[src/rtl/spw_pkg.sv]
package spw_pkg;

    typedef enum logic [2:0] {
        PH_IDLE,
        PH_OPEN,
        PH_LOW,
        PH_HIGH,
        PH_GAP
    } phase_e;

    typedef enum logic [1:0] {
        SQ_IDLE,
        SQ_SINGLE,
        SQ_ON,
        SQ_OFF
    } seq_e;

    localparam int WAKE_LEN = 5;
    localparam int WAKE_IW  = $clog2(WAKE_LEN);

    localparam logic [15:0] SLEEP_CMD = 16'h055E;

    function automatic logic [15:0] wake_cmd(input logic [WAKE_IW-1:0] idx);
        logic [15:0] c;
        case (idx)
            WAKE_IW'(0): c = 16'h051E;
            WAKE_IW'(1): c = 16'h055E;
            WAKE_IW'(2): c = 16'h078D;
            WAKE_IW'(3): c = 16'h1301;
            default:     c = 16'h055F;
        endcase
        return c;
    endfunction

endpackage

[src/rtl/spw_shifter.sv]
module spw_shifter
    import spw_pkg::*;
#(
    parameter int HALF_CYCLES = 4,
    parameter int FRAME_BITS  = 16
) (
    input  logic                  clk,
    input  logic                  rst_n,
    input  logic                  go,
    input  logic [FRAME_BITS-1:0] frame,
    output logic                  idle,
    output logic                  fin,
    output logic                  ser_en,
    output logic                  ser_clk,
    output logic                  ser_dat
);

    localparam int CW = (HALF_CYCLES > 1) ? $clog2(HALF_CYCLES) : 1;
    localparam int BW = $clog2(FRAME_BITS);
    localparam logic [CW-1:0] CNT_LAST = CW'(HALF_CYCLES - 1);
    localparam logic [BW-1:0] BIT_LAST = BW'(FRAME_BITS - 1);

    typedef struct packed {
        phase_e                ph;
        logic [CW-1:0]         cnt;
        logic [BW-1:0]         bitn;
        logic [FRAME_BITS-1:0] sh;
        logic                  en;
        logic                  sclk;
        logic                  sdat;
        logic                  fin;
    } sh_st_t;

    sh_st_t st_d, st_q;
    logic   slot_end;

    always_comb begin
        st_d     = st_q;
        st_d.fin = 1'b0;
        slot_end = (st_q.cnt == CNT_LAST);
        if (st_q.ph != PH_IDLE) begin
            st_d.cnt = slot_end ? '0 : st_q.cnt + 1'b1;
        end
        case (st_q.ph)
            PH_IDLE: begin
                if (go) begin
                    st_d.ph   = PH_OPEN;
                    st_d.en   = 1'b0;
                    st_d.sh   = frame;
                    st_d.cnt  = '0;
                    st_d.bitn = '0;
                end
            end
            PH_OPEN: begin
                if (slot_end) begin
                    st_d.ph   = PH_LOW;
                    st_d.sclk = 1'b0;
                    st_d.sdat = st_q.sh[FRAME_BITS-1];
                end
            end
            PH_LOW: begin
                if (slot_end) begin
                    st_d.ph   = PH_HIGH;
                    st_d.sclk = 1'b1;
                end
            end
            PH_HIGH: begin
                if (slot_end) begin
                    if (st_q.bitn == BIT_LAST) begin
                        st_d.ph   = PH_GAP;
                        st_d.en   = 1'b1;
                        st_d.sdat = 1'b0;
                        st_d.bitn = '0;
                    end else begin
                        st_d.ph   = PH_LOW;
                        st_d.sclk = 1'b0;
                        st_d.bitn = st_q.bitn + 1'b1;
                        st_d.sh   = st_q.sh << 1;
                        st_d.sdat = st_q.sh[FRAME_BITS-2];
                    end
                end
            end
            PH_GAP: begin
                if (slot_end) begin
                    st_d.ph  = PH_IDLE;
                    st_d.fin = 1'b1;
                end
            end
            default: st_d.ph = PH_IDLE;
        endcase
    end

    always_ff @(posedge clk or negedge rst_n) begin
        if (!rst_n) begin
            st_q      <= '0;
            st_q.ph   <= PH_IDLE;
            st_q.en   <= 1'b1;
            st_q.sclk <= 1'b1;
        end else begin
            st_q <= st_d;
        end
    end

    assign idle    = (st_q.ph == PH_IDLE);
    assign fin     = st_q.fin;
    assign ser_en  = st_q.en;
    assign ser_clk = st_q.sclk;
    assign ser_dat = st_q.sdat;

endmodule

[src/rtl/spw_sequencer.sv]
module spw_sequencer
    import spw_pkg::*;
(
    input  logic        clk,
    input  logic        rst_n,
    input  logic        wr_start,
    input  logic [7:0]  wr_addr,
    input  logic [7:0]  wr_data,
    input  logic        on_req,
    input  logic        off_req,
    input  logic        sh_idle,
    input  logic        sh_fin,
    output logic        go,
    output logic [15:0] frame,
    output logic        busy,
    output logic        done
);

    localparam logic [WAKE_IW-1:0] WAKE_LAST = WAKE_IW'(WAKE_LEN - 1);

    typedef struct packed {
        seq_e               mode;
        logic [WAKE_IW-1:0] idx;
        logic               pend;
        logic [15:0]        user;
        logic               done;
    } sq_st_t;

    sq_st_t st_d, st_q;

    always_comb begin
        case (st_q.mode)
            SQ_SINGLE: frame = st_q.user;
            SQ_ON:     frame = wake_cmd(st_q.idx);
            default:   frame = SLEEP_CMD;
        endcase
    end

    assign go = (st_q.mode != SQ_IDLE) && st_q.pend && sh_idle;

    always_comb begin
        st_d      = st_q;
        st_d.done = 1'b0;
        if (st_q.mode == SQ_IDLE) begin
            st_d.idx  = '0;
            st_d.pend = 1'b1;
            if (wr_start) begin
                st_d.mode = SQ_SINGLE;
                st_d.user = {wr_addr, wr_data};
            end else if (on_req) begin
                st_d.mode = SQ_ON;
            end else if (off_req) begin
                st_d.mode = SQ_OFF;
            end
        end else begin
            if (go) begin
                st_d.pend = 1'b0;
            end
            if (sh_fin) begin
                if (st_q.mode == SQ_ON && st_q.idx != WAKE_LAST) begin
                    st_d.idx  = st_q.idx + 1'b1;
                    st_d.pend = 1'b1;
                end else begin
                    st_d.mode = SQ_IDLE;
                    st_d.done = 1'b1;
                end
            end
        end
    end

    always_ff @(posedge clk or negedge rst_n) begin
        if (!rst_n) begin
            st_q      <= '0;
            st_q.mode <= SQ_IDLE;
        end else begin
            st_q <= st_d;
        end
    end

    assign busy = (st_q.mode != SQ_IDLE);
    assign done = st_q.done;

endmodule

[src/rtl/panel_reg_writer.sv]
module panel_reg_writer #(
    parameter int HALF_CYCLES = 4
) (
    input  logic       clk,
    input  logic       rst_n,
    input  logic       wr_start,
    input  logic [7:0] wr_addr,
    input  logic [7:0] wr_data,
    input  logic       on_req,
    input  logic       off_req,
    output logic       busy,
    output logic       done,
    output logic       ser_en,
    output logic       ser_clk,
    output logic       ser_dat
);

    logic        go;
    logic [15:0] frame;
    logic        sh_idle;
    logic        sh_fin;

    spw_sequencer u_seq (
        .clk      (clk),
        .rst_n    (rst_n),
        .wr_start (wr_start),
        .wr_addr  (wr_addr),
        .wr_data  (wr_data),
        .on_req   (on_req),
        .off_req  (off_req),
        .sh_idle  (sh_idle),
        .sh_fin   (sh_fin),
        .go       (go),
        .frame    (frame),
        .busy     (busy),
        .done     (done)
    );

    spw_shifter #(
        .HALF_CYCLES (HALF_CYCLES),
        .FRAME_BITS  (16)
    ) u_shift (
        .clk     (clk),
        .rst_n   (rst_n),
        .go      (go),
        .frame   (frame),
        .idle    (sh_idle),
        .fin     (sh_fin),
        .ser_en  (ser_en),
        .ser_clk (ser_clk),
        .ser_dat (ser_dat)
    );

endmodule

[config.mk]
export PLATFORM = sky130hd
export DESIGN_NAME = panel_reg_writer
export DESIGN_NICKNAME = d
export VERILOG_FILES = /design/src/rtl/spw_pkg.sv /design/src/rtl/spw_shifter.sv /design/src/rtl/spw_sequencer.sv /design/src/rtl/panel_reg_writer.sv
export SDC_FILE = /design/constraint.sdc
export NUM_CORES = 1
export LEC_CHECK = 0
export BUFFER_PORTS_ARGS = -buffer_cell sky130_fd_sc_hd__buf_2
export CORE_ASPECT_RATIO = 0.6
export CORE_MARGIN = 2
export CORE_UTILIZATION = 48
export CTS_CLUSTER_DIAMETER = 60
export DETAILED_ROUTE_END_ITERATION = 10
export PLACE_DENSITY = 0.67
export SYNTH_ARGS = -nofsm -noshare
export SYNTH_HDL_FRONTEND = slang
export SYNTH_SLANG_ARGS = --single-unit
[constraint.sdc]
create_clock -name clk -period 6.2 [get_ports clk]
set_clock_uncertainty 0.05 [all_clocks]
set_input_delay 0.62 -clock clk [delete_from_list [all_inputs] [get_ports clk]]
set_output_delay 0.62 -clock clk [all_outputs]
set_load 0.01 [all_outputs]
==> results of run 1 <==
==> synth_stat cells, drive strengths merged (4+ instances only) <==
cell and number:
dfrtp 50, nor2 26, nand2 23, a21oi 20, mux2 16, clkbuf 12
o21ai 11, ha 10, inv 10, nand3 10, a32oi 9, a22oi 5
buf 4
==> cell type report <==
class                      instances  area (um^2)
fill                             466         2330
sequential                        52         1300
multi-input combinational        170         1160
timing repair buffer              26          133
clock buffer                       8         90.1
tap                               66         82.6
inverter                          10         37.5
==> logic make-up after synthesis <==
family,after synthesis
xor+xnor,1
simple gates,74
flops,52
fa+ha+maj,10
buf+inv,26
mux,17
compound gates,68
==> per-layer routing <==
metal | up-vias | wire length (um) | GRT usage, % | part of all wire [%]
li1 | 927 | - | - | -
met1 | 886 | 2740 | 28.9 | 53
met2 | 48 | 2130 | 29.7 | 41
met3 | 4 | 266 | 4.15 | 5.2
met4 | 0 | 26 | 3.52 | 0.50
met5 | - | 0 | 0 | 0
==> stage by stage <==
stage | power (mW) | std cells | instance area (um^2)
3_3_place_gp | 1.09 | 324 | 2710
6_report | 1.30 | 332 | 2800
5_1_grt | 1.41 | 332 | 2800
4_1_cts | 1.31 | 332 | 2800
2_1_floorplan | 0.993 | 248 | 2580
3_5_place_dp | 1.11 | 324 | 2710
==> critical path, stage by stage, from the launching register on <==
cell and delay [ns]:
dfrtp_1 0.41, inv_1 0.08, ha_1 0.32, or4b_4 0.55, a221oi_4 1.00, o32a_1 0.31
==> report_power, final <==
part	switching (mW)	total, mW	internal [mW]
Combinational	0.289	0.518	0.229
Sequential	0.0947	0.579	0.484
Clock	0.110	0.202	0.0914
Total	0.494	1.30	0.805
==> final timing paths <==
path | startpoint | to | slack (ns) | depth (start not counted)
max | u_seq.st_q[21] | u_shift.st_q[6] | 3.42 | 5
min | rst_n | u_shift.st_q[25] | 0.36 | 2
max reg2reg | u_seq.st_q[21] | u_shift.st_q[6] | 3.42 | 5
min reg2reg | u_shift.ser_en | u_shift.ser_en | 0.44 | 2
max in group asynchronous | rst_n | u_shift.st_q[15] | 5.27 | 2
min in group clk | u_shift.ser_en | u_shift.ser_en | 0.44 | 2
==> state kept, by name (all words and copies together) (netlist names) <==
register / cells
u_seq.done: 1
u_shift.ser_en: 1
u_shift.ser_dat: 1
u_shift.fin: 1
u_shift.st_q: 25
u_shift.ser_clk: 1
u_seq.st_q: 22
==> out/summary.txt, run 1 <==
Die X -> 98.7 um
total die area -> 6000 um^2
largest net degree at the start of global routing -> 53
worst min-delay path class -> input pin to async pin
CTS tree -> yes
Mapped Area -> 2580 um^2
Synth Flop Type -> dfrtp_1
TritonRoute pass-1 iters -> 5
IO Port Bufs -> 25
final cycle utilization of the critical path -> 44.8%
drt total wl -> 5160 um
first-pass GRT wire length -> 9010 um
Root Driver -> clkbuf_8
WL/cell -> 15.5 um
CTS Buf Count -> 5
Post-Synth XOR/XNOR Area -> 0.339%
via density per instance -> 5.62
commonest cells after routing, fill and taps aside -> 50 x dfrtp_1, 26 x nor2_1, 25 x buf_2
DP Worst Slack -> 3.44 ns
die height -> 60.8 um
Yosys reg bits -> 52
antenna violations before repair -> 0
Synth Area in Compound Gates -> 19.3%
largest family of logic cells by synthesized area -> compound AO/OA/AOI/OAI gates
ANT cells -> 0
# hold bufs at CTS -> 0
VDD IR max -> 0.204 mV
CTS clk-pin slew, worst paths -> 0.09 ns
DR DRC count -> 0
layout cell share with drive strength beyond 1 -> 23.3%
Remaining Overflow, GRT -> 0
sum of negative setup slack -> 0 ns
Initial Utilization -> 50.4%
Pwr Density -> 463 nW/um^2
vias in the first global route -> 1778
Final Setup Violations -> 0
post-synth top area share -> 48.4%
max-slew violations -> 0
main area contributors after synthesis -> dfrtp_1 48%, mux2_2 7.0%, ha_1 4.8%
Avg Cell Area, Syn -> 10.4 um^2
core footprint -> 5130 um^2
post-synth cell types -> 39
Max-Cap Viols -> 0
Seq/Total Area, Yosys -> 50.5%
Post-synth EDFFs -> 0
Vias -> 1865
Setup crit start kind -> flop
status -> finished, final reports clean
Slew @ Worst Pin -> 1.21 ns
Crit path required time -> 6.39 ns
antenna-violating nets left -> 0
CTS H-tree depth -> 2
Clock Sink Count -> 52
async set or reset register ratio after synthesis -> 100%
slew margin rel. -> 19.5%
cell leakage power -> 1.21 nW
Fin. Hold Viols -> 0
Synth Area in Adders -> 4.84%
fin nets -> 296
area growth from synthesis to layout -> 8.47%
HPWL Detailed -> 3480 um
IO Pins -> 26
post_cts resized -> 0
num rows -> 20
Worst Setup End Kind -> flop
Longest Clk Path Bufs -> 2
Post-Syn Nets -> 279
CP Max Fanout -> 28
Final min period -> 2.78 ns
synth warn -> 0
DRT iter0 DRCs -> 87
Post-CTS Setup Repair Bufs -> 0
Yosys top cell by area -> dfrtp_1
Synth Area in Simple Gates -> 12.9%
post-synthesis cell count -> 248
mux cell area share after synthesis -> 7.36%
setup ws final -> 3.42 ns
most common cell after layout, fill and taps aside -> dfrtp_1
clk_lat worst skew -> 0.30 ns
GRT Util Overall -> 19.3%
Max Freq -> 0.360 GHz
Final Core Density -> 54.6%
RSZ-0062 raised after global routing -> false
Arrival @ worst endpoint -> 2.97 ns
final hold slack -> 0.361 ns
CP Class -> flop to flop
gp weighted congestion -> 0.799
(Power assumes the default switching activity.)
==> run 2: changes to the inputs <==
==> constraint.sdc (replaced) <==
create_clock -name clk -period 2.6 [get_ports clk]
set_clock_uncertainty 0.05 [all_clocks]
set_input_delay 0.26 -clock clk [delete_from_list [all_inputs] [get_ports clk]]
set_output_delay 0.26 -clock clk [all_outputs]
set_load 0.01 [all_outputs]
==> run 2 against run 1 <==
Effect of this change: via count fell by 0.16%; worst hold slack worse by 0.23 ns; critical path depth is 2 higher; register-to-register slack got worse by 3.0 ns; largest power group unchanged; core utilization is 1.1 points higher; setup slack got worse by 3.0 ns.
==> out/summary.txt, run 2 (synthesis gave the netlist of run 1 again) <==
placed cell area -> 2760 um^2 (was 2710 um^2)
clk_lat worst skew -> 0.30 ns (about the same)
RSZ-0062 raised after global routing -> false (unchanged)
sum of negative setup slack -> 0 ns (unchanged)
slew margin rel. -> 59.9% (was 19.5%)
CTS clk-pin slew, worst paths -> 0.10 ns (was 0.09 ns)
largest net degree at the start of global routing -> 29 (was 53)
clock power share -> 15.2% (was 15.5%)
VDD IR max -> 0.467 mV (was 0.204 mV)
core footprint -> 5130 um^2 (unchanged)
final cycle utilization of the critical path -> 83.6% (was 44.8%)
TritonRoute pass-1 iters -> 4 (was 5)
Worst Setup End Kind -> flop (unchanged)
Crit path required time -> 2.77 ns (was 6.39 ns)
WL/cell -> 15.0 um (was 15.5 um)
Longest Clk Path Bufs -> 2 (unchanged)
Max-Cap Viols -> 0 (unchanged)
CTS H-tree depth -> 2 (unchanged)
Slew @ Worst Pin -> 0.602 ns (was 1.21 ns)
CP Class -> flop to flop (unchanged)
Arrival @ worst endpoint -> 2.34 ns (was 2.97 ns)
commonest cells after routing, fill and taps aside -> 50 x dfrtp_1, 26 x nor2_1, 25 x buf_2 (unchanged)
via density per instance -> 5.49 (was 5.62)
Setup crit start kind -> flop (unchanged)
IO Port Bufs -> 25 (unchanged)
max-slew violations -> 0 (unchanged)
post_cts resized -> 0 (unchanged)
CTS tree -> yes (unchanged)
total die area -> 6000 um^2 (unchanged)
Die X -> 98.7 um (unchanged)
Sw Pwr -> 1.18 mW (was 0.494 mW)
CTS Buf Count -> 5 (unchanged)
DR DRC count -> 0 (unchanged)
Remaining Overflow, GRT -> 0 (unchanged)
Vias -> 1862 (was 1865)
# hold bufs at CTS -> 1 (was 0)
num rows -> 20 (unchanged)
area growth from synthesis to layout -> 10.8% (was 8.47%)
Largest Register -> u_shift.st_q (unchanged)
antenna violations before repair -> 0 (unchanged)
status -> finished, final reports clean (unchanged)
HPWL Detailed -> 3580 um (was 3480 um)
Final min period -> 2.17 ns (was 2.78 ns)
GRT Util Overall -> 18.9% (was 19.3%)
setup ws final -> 0.427 ns (was 3.42 ns)
fin area -> 2860 um^2 (was 2800 um^2)
fin nets -> 303 (was 296)
Final Setup Violations -> 0 (unchanged)
IO Pins -> 26 (unchanged)
Seq pwr share -> 44.2% (was 44.6%)
total power draw -> 3.13 mW (was 1.30 mW)
largest registers -> u_shift.st_q: 25 flops, u_seq.st_q: 22 flops (unchanged)
CP Max Fanout -> 28 (unchanged)
worst min-delay path class -> input pin to flop (was input pin to async pin)
sw frac -> 37.7% (was 38.0%)
DRT iter0 DRCs -> 72 (was 87)
Clock Sink Count -> 52 (unchanged)
ANT cells -> 0 (unchanged)
gp weighted congestion -> 0.853 (was 0.799)
combinational power share -> 40.6% (was 39.9%)
Root Driver -> clkbuf_8 (unchanged)
Initial Utilization -> 50.4% (unchanged)
internal power -> 1.95 mW (was 0.805 mW)
most common cell after layout, fill and taps aside -> dfrtp_1 (unchanged)
die height -> 60.8 um (unchanged)
Max Freq -> 0.460 GHz (was 0.360 GHz)
antenna-violating nets left -> 0 (unchanged)
Post-CTS Setup Repair Bufs -> 0 (unchanged)
Fin. Hold Viols -> 0 (unchanged)
max FFs per register -> 25 (unchanged)
drt total wl -> 5080 um (was 5160 um)
layout cell share with drive strength beyond 1 -> 25.3% (was 23.3%)
DP Worst Slack -> 0.441 ns (was 3.44 ns)
Pwr Density -> 1090 nW/um^2 (was 463 nW/um^2)
vias in the first global route -> 1775 (was 1778)
first-pass GRT wire length -> 8790 um (was 9010 um)
cell leakage power -> 1.25 nW (was 1.21 nW)
[run 2: changes by cell type in the layout (fill, tap and decap cells not counted), sizes merged]
cell / before / now
dlygate4sd3: 0 / 1
clkinvlp: 0 / 1
clkbuf: 8 / 7
buf: 26 / 32
[run 2: worst max-delay path, cell delays in order, from the launching register on]
cell	delay, ns
dfrtp_1	0.40
inv_1	0.08
ha_1	0.21
or4b_4	0.51
a221oi_4	0.28
buf_4	0.34
nor2_1	0.07
a21oi_1	0.14
[run 2: path summary, 6_finish.rpt]
| check | startpoint | to | slack (ns) | cells after the start |
|---|---|---|---|---|
| worst max-delay path | u_seq.st_q[21] | u_shift.st_q[10] | 0.43 | 7 |
| worst min-delay path | wr_data[7] | u_seq.st_q[8] | 0.13 | 2 |
| max in group asynchronous | rst_n | u_shift.st_q[16] | 1.60 | 3 |
| worst min register to register | u_shift.ser_en | u_shift.ser_en | 0.43 | 2 |
| min in group asynchronous | rst_n | u_shift.st_q[28] | 0.30 | 2 |
| worst max register to register | u_seq.st_q[21] | u_shift.st_q[10] | 0.43 | 7 |
[run 2: metrics by stage]
step                      hold slack [ns]  utilization (%)  std cells
after floorplan                   -0.0856                -        248
after global placement             0.0911             53.8        330
after detailed placement           0.0907             53.8        330
after CTS                           0.120             55.8        339
after global routing                0.111             55.8        339
final                               0.131             55.8        339
[run 2: cell type report]
class / count / area, um^2
clock buffer: 7 / 86.3
clock inverter: 1 / 7.51
fill: 470 / 2270
inverter: 10 / 37.5
multi-input combinational: 170 / 1160
sequential: 52 / 1300
tap: 66 / 82.6
timing repair buffer: 33 / 188
[run 2: power by group through the flow]
stage	combinational, mW	clock (mW)	sequential (mW)
floorplan	1.05	0	1.32
global placement	1.25	0	1.38
detailed placement	1.28	0	1.40
CTS	1.29	0.498	1.38
global route	1.44	0.539	1.43
finish	1.27	0.475	1.38
[run 2: routing by layer]
layer / up-vias / part of all wire (%) / track usage, %
met5: - / 0 / 0
met4: 0 / 0.30 / 4.11
met3: 2 / 3.3 / 4.26
met2: 31 / 42 / 28.9
met1: 895 / 54 / 28.1
li1: 934 / - / -
